`config.mk`:
```
export PLATFORM = sky130hd
export DESIGN_NAME = sync_serial_port
export DESIGN_NICKNAME = d
export VERILOG_FILES = /design/src/rtl/ssp_pkg.sv /design/src/rtl/ssp_clkgen.sv /design/src/rtl/ssp_edge_sync.sv /design/src/rtl/ssp_frame_fsm.sv /design/src/rtl/sync_serial_port.sv
export SDC_FILE = /design/constraint.sdc
export NUM_CORES = 1
export LEC_CHECK = 0
export ABC_AREA = 1
export CORE_MARGIN = 8
export CORE_UTILIZATION = 25
export CTS_CLUSTER_SIZE = 20
export DETAILED_ROUTE_END_ITERATION = 10
export GPL_TIMING_DRIVEN = 0
export MAX_ROUTING_LAYER = met4
export RECOVER_POWER = 25
export SLEW_MARGIN = 20
export SYNTH_ARGS = -nofsm -noshare
export SYNTH_HDL_FRONTEND = slang
export SYNTH_HIERARCHICAL = 1
export SYNTH_SLANG_ARGS = --single-unit
```
`constraint.sdc`:
```
create_clock -name clk -period 2.5 [get_ports clk]
set_input_delay 0.75 -clock clk [delete_from_list [all_inputs] [get_ports clk]]
set_output_delay 0.75 -clock clk [all_outputs]
set_load 0.005 [all_outputs]
```
`src/rtl/ssp_pkg.sv`:
```
package ssp_pkg;
    typedef enum logic [1:0] {
        ST_IDLE,
        ST_WAIT_FALL,
        ST_WAIT_RISE,
        ST_FINISH
    } ssp_state_t;
endpackage

```
`src/rtl/ssp_clkgen.sv`:
```
module ssp_clkgen #(
    parameter int HALF_DIV = 4
) (
    input  logic clk,
    input  logic rst_n,
    input  logic run,
    input  logic use_timer,
    input  logic timer_tick,
    output logic sck,
    output logic fall_ev,
    output logic rise_ev
);
    localparam int CNT_W = (HALF_DIV > 1) ? $clog2(HALF_DIV) : 1;

    logic [CNT_W-1:0] cnt;
    logic             div_tick;
    logic             tick;

    assign div_tick = (cnt == CNT_W'(HALF_DIV - 1));
    assign tick     = run & (use_timer ? timer_tick : div_tick);
    assign fall_ev  = tick & sck;
    assign rise_ev  = tick & ~sck;

    always_ff @(posedge clk or negedge rst_n) begin
        if (!rst_n) begin
            cnt <= '0;
            sck <= 1'b1;
        end else if (!run) begin
            cnt <= '0;
            sck <= 1'b1;
        end else begin
            cnt <= div_tick ? '0 : cnt + 1'b1;
            if (tick) sck <= ~sck;
        end
    end
endmodule

```
`src/rtl/ssp_edge_sync.sv`:
```
module ssp_edge_sync (
    input  logic clk,
    input  logic rst_n,
    input  logic sck_in,
    output logic fall_ev,
    output logic rise_ev
);
    logic [2:0] sync_q;

    always_ff @(posedge clk or negedge rst_n) begin
        if (!rst_n) sync_q <= 3'b111;
        else        sync_q <= {sync_q[1:0], sck_in};
    end

    assign fall_ev = sync_q[2] & ~sync_q[1];
    assign rise_ev = ~sync_q[2] & sync_q[1];
endmodule

```
`src/rtl/ssp_frame_fsm.sv`:
```
module ssp_frame_fsm
    import ssp_pkg::*;
#(
    parameter int DATA_W = 8
) (
    input  logic              clk,
    input  logic              rst_n,
    input  logic              tx_wr,
    input  logic [DATA_W-1:0] tx_data,
    input  logic              rx_rd,
    input  logic              err_clr,
    input  logic              tx_en,
    input  logic              rx_en,
    input  logic              fall_ev,
    input  logic              rise_ev,
    input  logic              sdi,
    output logic              busy,
    output logic              sdo,
    output logic              tx_empty,
    output logic              rx_full,
    output logic              overrun,
    output logic [DATA_W-1:0] rx_data
);
    localparam int BIT_W = (DATA_W > 1) ? $clog2(DATA_W) : 1;

    ssp_state_t        state, state_nx;
    logic [DATA_W-1:0] tx_sh, rx_sh;
    logic [BIT_W-1:0]  bit_cnt;
    logic              last_bit;

    assign last_bit = (bit_cnt == BIT_W'(DATA_W - 1));
    assign busy     = (state == ST_WAIT_FALL) || (state == ST_WAIT_RISE);

    always_comb begin
        state_nx = state;
        unique case (state)
            ST_IDLE:      if (tx_wr)   state_nx = ST_WAIT_FALL;
            ST_WAIT_FALL: if (fall_ev) state_nx = ST_WAIT_RISE;
            ST_WAIT_RISE: if (rise_ev) state_nx = last_bit ? ST_FINISH : ST_WAIT_FALL;
            ST_FINISH:                 state_nx = ST_IDLE;
        endcase
    end

    always_ff @(posedge clk or negedge rst_n) begin
        if (!rst_n) state <= ST_IDLE;
        else        state <= state_nx;
    end

    always_ff @(posedge clk or negedge rst_n) begin
        if (!rst_n) begin
            tx_sh    <= '0;
            rx_sh    <= '0;
            bit_cnt  <= '0;
            sdo      <= 1'b1;
            tx_empty <= 1'b1;
            rx_full  <= 1'b0;
            overrun  <= 1'b0;
            rx_data  <= '0;
        end else begin
            if (rx_rd) rx_full <= 1'b0;
            unique case (state)
                ST_IDLE: begin
                    sdo <= 1'b1;
                    if (tx_wr) begin
                        tx_sh    <= tx_data;
                        tx_empty <= 1'b0;
                        bit_cnt  <= '0;
                    end
                end
                ST_WAIT_FALL: begin
                    if (fall_ev) begin
                        sdo   <= tx_en ? tx_sh[0] : 1'b1;
                        tx_sh <= tx_sh >> 1;
                    end
                end
                ST_WAIT_RISE: begin
                    if (rise_ev) begin
                        rx_sh   <= {sdi, rx_sh[DATA_W-1:1]};
                        bit_cnt <= bit_cnt + 1'b1;
                    end
                end
                ST_FINISH: begin
                    sdo      <= 1'b1;
                    tx_empty <= 1'b1;
                    if (rx_en) begin
                        if (rx_full) begin
                            overrun <= 1'b1;
                        end else begin
                            rx_data <= rx_sh;
                        end
                        rx_full <= 1'b1;
                    end
                end
            endcase
            if (err_clr) overrun <= 1'b0;
        end
    end
endmodule

```
`src/rtl/sync_serial_port.sv`:
```
module sync_serial_port #(
    parameter int DATA_W   = 8,
    parameter int HALF_DIV = 4
) (
    input  logic              clk,
    input  logic              rst_n,
    input  logic              tx_wr,
    input  logic [DATA_W-1:0] tx_data,
    input  logic              rx_rd,
    output logic [DATA_W-1:0] rx_data,
    input  logic              err_clr,
    input  logic              tx_en,
    input  logic              rx_en,
    input  logic              clk_master,
    input  logic              use_timer,
    input  logic              timer_tick,
    input  logic              tx_irq_en,
    input  logic              rx_irq_en,
    input  logic              sck_in,
    output logic              sck_out,
    output logic              sck_oe,
    input  logic              sdi,
    output logic              sdo,
    output logic              tx_empty,
    output logic              rx_full,
    output logic              overrun,
    output logic              tx_irq,
    output logic              rx_irq
);
    logic busy;
    logic m_fall, m_rise, s_fall, s_rise;
    logic fall_ev, rise_ev;

    ssp_clkgen #(.HALF_DIV(HALF_DIV)) u_clkgen (
        .clk        (clk),
        .rst_n      (rst_n),
        .run        (busy & clk_master),
        .use_timer  (use_timer),
        .timer_tick (timer_tick),
        .sck        (sck_out),
        .fall_ev    (m_fall),
        .rise_ev    (m_rise)
    );

    ssp_edge_sync u_sync (
        .clk     (clk),
        .rst_n   (rst_n),
        .sck_in  (sck_in),
        .fall_ev (s_fall),
        .rise_ev (s_rise)
    );

    assign fall_ev = clk_master ? m_fall : s_fall;
    assign rise_ev = clk_master ? m_rise : s_rise;
    assign sck_oe  = clk_master;

    ssp_frame_fsm #(.DATA_W(DATA_W)) u_fsm (
        .clk      (clk),
        .rst_n    (rst_n),
        .tx_wr    (tx_wr),
        .tx_data  (tx_data),
        .rx_rd    (rx_rd),
        .err_clr  (err_clr),
        .tx_en    (tx_en),
        .rx_en    (rx_en),
        .fall_ev  (fall_ev),
        .rise_ev  (rise_ev),
        .sdi      (sdi),
        .busy     (busy),
        .sdo      (sdo),
        .tx_empty (tx_empty),
        .rx_full  (rx_full),
        .overrun  (overrun),
        .rx_data  (rx_data)
    );

    assign tx_irq = tx_irq_en & tx_empty;
    assign rx_irq = rx_irq_en & rx_full;
endmodule

```
=== After elaboration in Yosys (flattened, before gate mapping) ===
Cells that the tools add are included.

* Add/subtract/negate cells: 2
* Equality and inequality tests: 9
* Multiplexer cells: 30
* Bitwise logic cells: 12
* Reductions and logical operators: 18

{| class="wikitable"
|+ Operator list
! kind !! number
|-
| $mux W8 || 2
|-
| $pmux W8 S2 || 1
|-
| $mux W1 || 15
|-
| $reduce_and A3 Y1 || 5
|-
| $reduce_bool A2 Y1 || 7
|-
| $mux W2 || 6
|-
| $and A1 B1 Y1 || 8
|-
| $ne A2 B2 Y1 const B || 4
|-
| $pmux W2 S4 || 1
|-
| $eq A2 B2 Y1 const B || 3
|-
| $mux W3 || 2
|-
| $pmux W3 S2 || 1
|-
| $reduce_and A2 Y1 || 3
|-
| $not A1 Y1 || 4
|-
| $pmux W1 S2 || 2
|-
| $add A3 B1 Y3 const B || 1
|-
| $eq A3 B3 Y1 const B || 1
|-
| $add A2 B1 Y2 const B || 1
|-
| $eq A2 B1 Y1 const B || 1
|-
| $logic_not A2 Y1 || 1
|-
| $reduce_or A2 Y1 || 1
|-
| $logic_or A1 B1 Y1 || 1
|}

* Register bits after elaboration: 39
* Input bits: 22
* Output and inout port bits: 16
* Word-level logic and storage cells: 83

=== Longest topological paths before layout ===
Gate-level depths: netlist of run 1.

* Depth after elaboration: 8
* Mapped depth: 14
* Depth with buffers taken out: 14

=== Hierarchy ===
The synthesis of run 1 kept the hierarchy.

{| class="wikitable"
|+ Modules (own cells, without submodules)
! module !! instances !! cells an instance !! area each (µm²) !! sequential area each (µm²)
|-
| ssp_frame_fsm || 1 || 187 || 1611.5 || 828.3
|-
| ssp_clkgen || 1 || 24 || 172.7 || 76.3
|-
| ssp_edge_sync || 1 || 7 || 93.8 || 78.8
|-
| sync_serial_port || 1 || 14 || 56.3 || 0.0
|}

=== Worst setup path before layout of run 1 ===
No wires, ideal clock.

* Path type: register to register
* Start point: register u_fsm.state[1]
* End point: register u_fsm.rx_sh[1]
* Setup time: 126 ps
* Arrival time: 1588 ps
* Required time: 2374 ps
* Slack: 786 ps
* Cell stages (with the launch flop): 13
* Buffers on the path: 1
* Clock period less this slack: 1714 ps
* Cell sequence: dfrtp_1 > inv_1 > ha_1 > nand2_1 > inv_1 > nand2_1 > nor2_1 > nand2_1 > nand2_1 > nand2_1 > buf_2 > nand2_1 > o21ai_0

* Word-level cells in the longest chain between the ends: 7
* Elaborated cells on any way between the ends: 8
* Classes of those cells: 2 x eq/ne; 1 x mux; 3 x bitwise; 2 x reduce/logical

{| class="wikitable"
|+ Ends and longest elaborated chain
! element !! line !! text
|-
| start, declared || ssp_frame_fsm.sv:26 || <nowiki>ssp_state_t state, state_nx;</nowiki>
|-
| start signal, assigned || ssp_frame_fsm.sv:46 || <nowiki>else state <= state_nx;</nowiki>
|-
| $eq A2 B1 Y1 or $eq A2 B2 Y1 (tied branches) || ssp_frame_fsm.sv:32 || <nowiki>assign busy = (state == ST_WAIT_FALL) || (state == ST_WAIT_RISE);</nowiki>
|-
| $logic_or A1 B1 Y1 * || ssp_frame_fsm.sv:32 ||
|-
| net busy || sync_serial_port.sv:30 || <nowiki>logic busy;</nowiki>
|-
| $and A1 B1 Y1 * || sync_serial_port.sv:37 || <nowiki>.run (busy & clk_master),</nowiki>
|-
| $and A1 B1 Y1 * || ssp_clkgen.sv:20 || <nowiki>assign tick = run & (use_timer ? timer_tick : div_tick);</nowiki>
|-
| $and A1 B1 Y1 * || ssp_clkgen.sv:22 || <nowiki>assign rise_ev = tick & ~sck;</nowiki>
|-
| net m_rise || sync_serial_port.sv:31 || <nowiki>logic m_fall, m_rise, s_fall, s_rise;</nowiki>
|-
| $mux W1 * || sync_serial_port.sv:54 || <nowiki>assign rise_ev = clk_master ? m_rise : s_rise;</nowiki>
|-
| net rise_ev || sync_serial_port.sv:32 || <nowiki>logic fall_ev, rise_ev;</nowiki>
|-
| $reduce_and A2 Y1 (no source line) * || - ||
|-
| end signal, assigned || ssp_frame_fsm.sv:78 || <nowiki>rx_sh <= {sdi, rx_sh[DATA_W-1:1]};</nowiki>
|-
| end, declared || ssp_frame_fsm.sv:27 || <nowiki>logic [DATA_W-1:0] tx_sh, rx_sh;</nowiki>
|}

Mark *: on every way through the listed nets, which the timed path passes. The rest lies on a longest branch.
A chain may end at the register's enable or synchronous reset.

=== Final worst setup path of run 1 ===
* Start point: input port clk_master
* End point: output port sck_oe

{| class="wikitable"
|+ RTL lines
! element !! line !! text
|-
| start, declared || sync_serial_port.sv:14 || <nowiki>input logic clk_master,</nowiki>
|-
| end, declared || sync_serial_port.sv:21 || <nowiki>output logic sck_oe,</nowiki>
|}

No word-level cell between the ends.

==> impl_results.md, run 1 <==
- Number of I/O pins: 38
- Worst slew margin: ~54%
- Sink Count: 39
- Type of the most critical hold path: reg2reg
- Root buffer cell: clkbuf_8
- Peak supply drop: about 350 uV
- Crit path DAT: around 1700 ps
- Remaining Overflow, GRT: 0
- Clock Path Buffers: 2
- Drt first pass iters: 4
- Initial antenna violation count: 0
- Critical path startpoint category: input pin
- Vias in the first global route: 1617
- Row count: 32
- Initial DRC Count: between 60 and 70
- GR Util All Layers: 8.39%
- Clock share of power: 18.9%
- Via count: 1571
- Setup violations, final: 0
- Area Growth Syn to Fin: 30.2%
- Flops & latches, synth: 39
- Detail Route Antenna Nets: 0
- Endpoints failing hold: 0
- Yosys warning total: 6
- First-pass GRT wire length: 7.45 mm
- NumNets Final: around 310
- Worst Hold Depth: 0
- Worst hold margin: ~360 ps
- Fin area: about 2500 um^2
- Cts hold-fix bufs: 0
- Sequential power share: around 39%
- Status: finished clean
- Internal: roughly 1.4 mW
- Hold Path End: u_sync/sync_q[1]
- Final core utilization: between 30% and 40%
- RR Endpoint: u_fsm/rx_sh[3]
- Dpl ws: -194 ps
- RD Place Congestion: about 0.76
- Die height: a little over 100 um
- Yosys cell types: 22
- Total Wirelength: about 4.1 mm
- Die X: ~100 um
- CP cell instances: dlygate4sd2_1, buf_4, clkdlybuf4s50_1
- Sw frac: around two fifths
- Post-CTS resize count: 3
- TritonCTS clock tree: done
- Die Area: roughly 11000 um^2
- Setup Fix Bufs, Post-CTS: 0
- Clock Skew: ~10 ps
- Setup WS post-layout: ~90 ps
- Pins Over Slew Limit: 0
- Power per standard cell area: ~900 nW/um^2
- CTS buffer count: 5
- NetSw: 0.889 mW
- Synthesized area: approximately 1900 um^2
- Pleak: 1.27 nW
- Setup slack, reg-to-reg: about 450 ps
- Mapped Nets: between 200 and 300
- Starting density of the core: between 20 and 30%
- Mean Syn Cell Area: 8.34 um^2
- Largest net degree at the start of global routing: 28
- Period utilisation layout: 96.4%
- Share of cells above drive strength 1: between 10% and 20%
- Worst r2r src: u_fsm/state[0]
- CP Capture Type: output pin
- Max_cap viols: 0
- Via/cell ratio: just over 4
- Max Fclk: 0.415 GHz
- Top-area cell type share of the netlist area: 42.7%
- Crit path max fanout: 5
- Worst-Skew Late Latency: 290 ps
- Worst reg2reg path depth: 11
- Sequential-to-total area share from yosys stat: 50.8%
- CTS H-Tree Depth: 2
- RSZ-0062 raised after global routing: no
- Setup TNS: 0 ps
- ANT cells: 0
- Min cycle time layout: roughly 2400 ps
- HPWL Detailed: a little over 3 mm
- Worst hold path startpoint: u_sync/sync_q[0]
- WP data required: 1750 ps
- Clock slew at reported path FFs: roughly 70 ps
- Port bufs: 37
- Area contributors post-synth: dfrtp_1 (43%), nand2_1 (18%), dfstp_2 (8.2%)
- Core area: approximately 7600 um^2
- CP max-delay cell: clkdlybuf4s50_1
- Wire per inst: 10.9 um
- Dpl cell area: ~2400 um^2
- Critical path class: in2out
- DRC viols: 0
- Cells after synthesis: approximately 230
- Measured slew at the worst slew-check pin: 692 ps
- Comb power frac: about two fifths
- Slowest stage delay, CP: 490 ps
- Synth area leader: dfrtp_1
[layer usage]
metal,part of all wire (%),vias to the layer above,global-route usage [%]
li1,-,811,-
met5,0,-,-
met1,46,734,9.97
met3,4.3,6,2.35
met2,48,20,13.2
met4,1.6,0,3.10
[how the worst max path moves through the flow]
stage / slack (ps) / endpoint / from / depth (start not counted)
finish: 90 / sck_oe / clk_master / 3
global route: 30 / sck_oe / clk_master / 3
CTS: 70 / sck_oe / clk_master / 3
detailed placement: -190 / sck_oe / clk_master / 3
global placement: -390 / u_fsm/overrun / rst_n / 1
floorplan: 790 / u_fsm/rx_sh[1] / u_fsm/state[1] / 12
[logic make-up after synthesis]
group                      share of synthesized area (%)
adders and majority gates                           5.17
buffers and inverters                               8.02
AOI/OAI and AO/OA                                   6.15
DFF                                                 50.8
and+or+nand+nor                                     29.8
[worst max-delay path, delay by kind of cell]
kind / cells / cell delay, ps
buffers and inverters: 3 / 900
[layout make-up]
cell class	count	area, um^2
plain buffers	4	35.0
clock buffers	7	86.3
clock inverters	1	5.00
fillers	816	5090
inverters	32	120
multi-input cells	157	796
flip-flops and latches	39	983
well taps	102	128
repair buffers	38	365
[power by group through the flow]
stage               Combinational, mW  Sequential (mW)  Clock [mW]
finish                          0.973            0.914       0.439
global route                     1.13            0.940       0.476
CTS                             0.995            0.917       0.463
global placement                0.971            0.923           0
floorplan                       0.673            0.912           0
detailed placement              0.994            0.928           0
[Yosys cell counts (all sizes together)]
cell type  count
buf            4
a21oi          2
a22o           1
nand2         98
nand3         16
inv           32
nor2           8
ha             8
o21ai         19
dfrtp         33
dfstp          6
nand4          4
nand3b         1
[metrics by stage]
step                total power [mW]  instances
floorplan                       1.58        232
global placement                1.89        371
detailed placement              1.92        372
CTS                             2.37        380
global route                    2.54        380
finish                          2.33        380
[cell usage in the layout, fill, tap and decap left out, types with 3 or more instances in the layout]
master           count
nand2_1             91
clkdlybuf4s50_1     33
dfrtp_1             33
inv_1               28
o21ai_0             18
nand3_1             13
nor2_1               8
ha_1                 8
clkbuf_8             6
nand2_2              5
dfstp_2              5
inv_2                4
nand4_1              4
dlygate4sd2_1        3
[registers in the layout, summed over array words and instances (netlist names)]
| signal | flops |
|---|---|
| u_sync/sync_q | 3 |
| u_fsm/sdo | 1 |
| u_fsm/state | 2 |
| u_clkgen/cnt | 2 |
| u_fsm/bit_cnt | 3 |
| u_fsm/tx_sh | 8 |
| u_fsm/rx_data | 8 |
| u_fsm/rx_full | 1 |
| u_fsm/overrun | 1 |
| u_clkgen/sck | 1 |
| u_fsm/tx_empty | 1 |
| u_fsm/rx_sh | 8 |
Power figures use the tool's default switching activity.
==> run 2: changes to the inputs <==
--- a/config.mk
+++ b/config.mk
@@ -6,6 +6,7 @@
 export NUM_CORES = 1
 export LEC_CHECK = 0
 export ABC_AREA = 1
+export CAP_MARGIN = 0
 export CORE_MARGIN = 8
 export CORE_UTILIZATION = 25
 export CTS_CLUSTER_SIZE = 20
==> constraint.sdc (replaced) <==
create_clock -name clk -period 2.9 [get_ports clk]
set_input_delay 0.87 -clock clk [delete_from_list [all_inputs] [get_ports clk]]
set_output_delay 0.87 -clock clk [all_outputs]
set_load 0.005 [all_outputs]
==> run 2 against run 1 <==
Final area rose by 0.40%; first-iteration DRC count fell by 4.7%; critical path depth up 1; register-to-register slack better by 410 ps; global-route usage hardly changed; combinational power is 13% lower; setup slack better by 28 ps.
==> impl_results.md, run 2 (same netlist as run 1, synthesis figures left out) <==
- WP data required: 2030 ps (+280 ps)
- Core area: 7610 um^2 (unchanged)
- DRC viols: 0 (unchanged)
- HPWL Detailed: 3.05 mm (unchanged)
- Area Growth Syn to Fin: 30.7%
- Port bufs: 37 (unchanged)
- Initial DRC Count: 61 (-4.7%)
- NumNets Final: 307 (unchanged)
- Drt first pass iters: 4 (unchanged)
- Pleak: 1.27 nW (about the same)
- Total Wirelength: 4.13 mm (+0.12%)
- ANT cells: 0 (unchanged)
- Slowest stage delay, CP: 490 ps (about the same)
- Vias in the first global route: 1615 (-0.12%)
- CP max-delay cell: clkdlybuf4s50_1
- Cts hold-fix bufs: 0 (unchanged)
- Share of cells above drive strength 1: 11.5% (-0.36 points)
- Worst slew margin: 16.7% (-37 points)
- Clock Skew: 10.1 ps (-0.0142 ps)
- Cell mode on critical path: clkdlybuf4s50_1
- Worst-Skew Late Latency: 290 ps (about the same)
- Root buffer cell: clkbuf_8
- CP top delay family: buffers and inverters
- Min cycle time layout: 2780 ps
- Peak supply drop: 300 uV (-14%)
- Non-Filler Instances: 380 (unchanged)
- Max Fclk: ~0.36 GHz
- CTS H-Tree Depth: 2 (unchanged)
- Max_cap viols: 0 (unchanged)
- Detail Route Antenna Nets: 0 (unchanged)
- Via count: 1574 (+0.19%)
- Largest net degree at the start of global routing: 28 (unchanged)
- GR Util All Layers: 8.40% (+0.013 points)
- CP cell instances: clkdlybuf4s50_1, nand2_1, inv_1, clkdlybuf4s50_1
- CTS buffer count: 5 (unchanged)
- TritonCTS clock tree: done
- Die Area: 10800 um^2 (unchanged)
- Die X: 104 um (unchanged)
- Measured slew at the worst slew-check pin: 1250 ps (+557 ps)
- Clock slew at reported path FFs: 70 ps (about the same)
- Via/cell ratio: 4.14 (+0.19%)
- Critical path buffers and inverters: 3 (unchanged)
- Dpl cell area: 2450 um^2 (unchanged)
- Status: finished clean
- Power per standard cell area: 795 nW/um^2 (-14%)
- Pins Over Slew Limit: 0 (unchanged)
- Critical path class: in2out
- Remaining Overflow, GRT: 0 (unchanged)
- Sink Count: 39 (unchanged)
- Critical path startpoint category: input pin
- Endpoints failing hold: 0 (unchanged)
- Top flop regs: u_fsm/rx_data: 8 flops, u_fsm/rx_sh: 8 flops, u_fsm/tx_sh: 8 flops
- Setup violations, final: 0 (unchanged)
- CP Capture Type: output pin
- Commonest non-fill, non-tap cell in the layout: nand2_1
- Starting density of the core: 25.4% (unchanged)
- First-pass GRT wire length: 7.47 mm (+0.17%)
- Row count: 32 (unchanged)
- Crit path DAT: 1910 ps (+250 ps)
- Clock Path Buffers: 2 (unchanged)
- Fin area: 2530 um^2 (+0.40%)
- Period utilisation layout: 95.9%
- Most frequent cells in the layout: nand2_1 (91), clkdlybuf4s50_1 (35), dfrtp_1 (33)
- RD Place Congestion: 0.763 (unchanged)
- Initial antenna violation count: 0 (unchanged)
- Number of I/O pins: 38 (unchanged)
- Die height: 104 um (unchanged)
- Wire per inst: 10.9 um (+0.12%)
- RSZ-0062 raised after global routing: no
- Type of the most critical hold path: reg2reg
- Dpl cells: 372 (unchanged)
- Crit path max fanout: 1 (-4)
==> run 2: cell types whose count changed in the layout (fill, tap and decap cells not counted), sizes merged <==
| cell | before | now |
|---|---|---|
| clkbuf | 9 | 8 |
| clkdlybuf4s50 | 33 | 35 |
| dlymetal6s4s | 0 | 1 |
| dlygate4sd2 | 3 | 1 |
==> run 2: repair_timing <==
| action | 4_1_cts | 5_1_grt |
|---|---|---|
| gates resized for setup | 1 | 0 |
| setup endpoints to repair | 1 | 0 |
| hold endpoints to repair | 0 | 0 |
| buffers inserted | 0 | 0 |
==> run 2: worst paths after layout <==
path                                  startpoint  depth (start not counted)  slack (ps)                to
worst max-delay path                   rx_irq_en                          4         120            rx_irq
worst min-delay path            u_sync/sync_q[0]                          0         360  u_sync/sync_q[1]
worst max register to register    u_fsm/state[0]                         11         860    u_fsm/rx_sh[3]
worst min register to register  u_sync/sync_q[0]                          0         360  u_sync/sync_q[1]
max in group asynchronous                  rst_n                          2         610     u_fsm/overrun
min in group asynchronous                  rst_n                          1         590    u_fsm/tx_sh[0]
==> run 2: routing by layer <==
layer	share of wire, %	global-route usage, %	up-vias
met4	1.6	3.10	0
met2	48	13.2	24
li1	-	-	811
met1	46	10.0	733
met3	4.4	2.35	6
met5	0	-	-
==> run 2: cell type report <==
type	count	area (um^2)
tap	102	128
multi-input combinational	157	796
fill	814	5080
sequential	39	983
inverter	32	120
clock buffer	7	86.3
clock inverter	1	5.00
buffer	4	35.0
timing repair buffer	38	375
==> run 2: where the power goes <==
group | switching (mW) | internal, mW | total [mW]
registers | 0.0863 | 0.702 | 0.788
clock network | 0.186 | 0.192 | 0.378
logic | 0.493 | 0.350 | 0.843
total | 0.766 | 1.24 | 2.01
==> run 2: per-stage QoR <==
stage	TNS [ps]	setup WS [ps]	utilization [%]	hold slack, ps	power (mW)
after global routing	0	65.0	33.2	371	2.20
final	0	118	33.2	364	2.01
after CTS	0	110	33.4	360	2.05
after detailed placement	-34.4	-34.4	32.2	349	1.66
after floorplan	0	1050	-	345	1.37
after global placement	-3610	-111	32.0	348	1.63
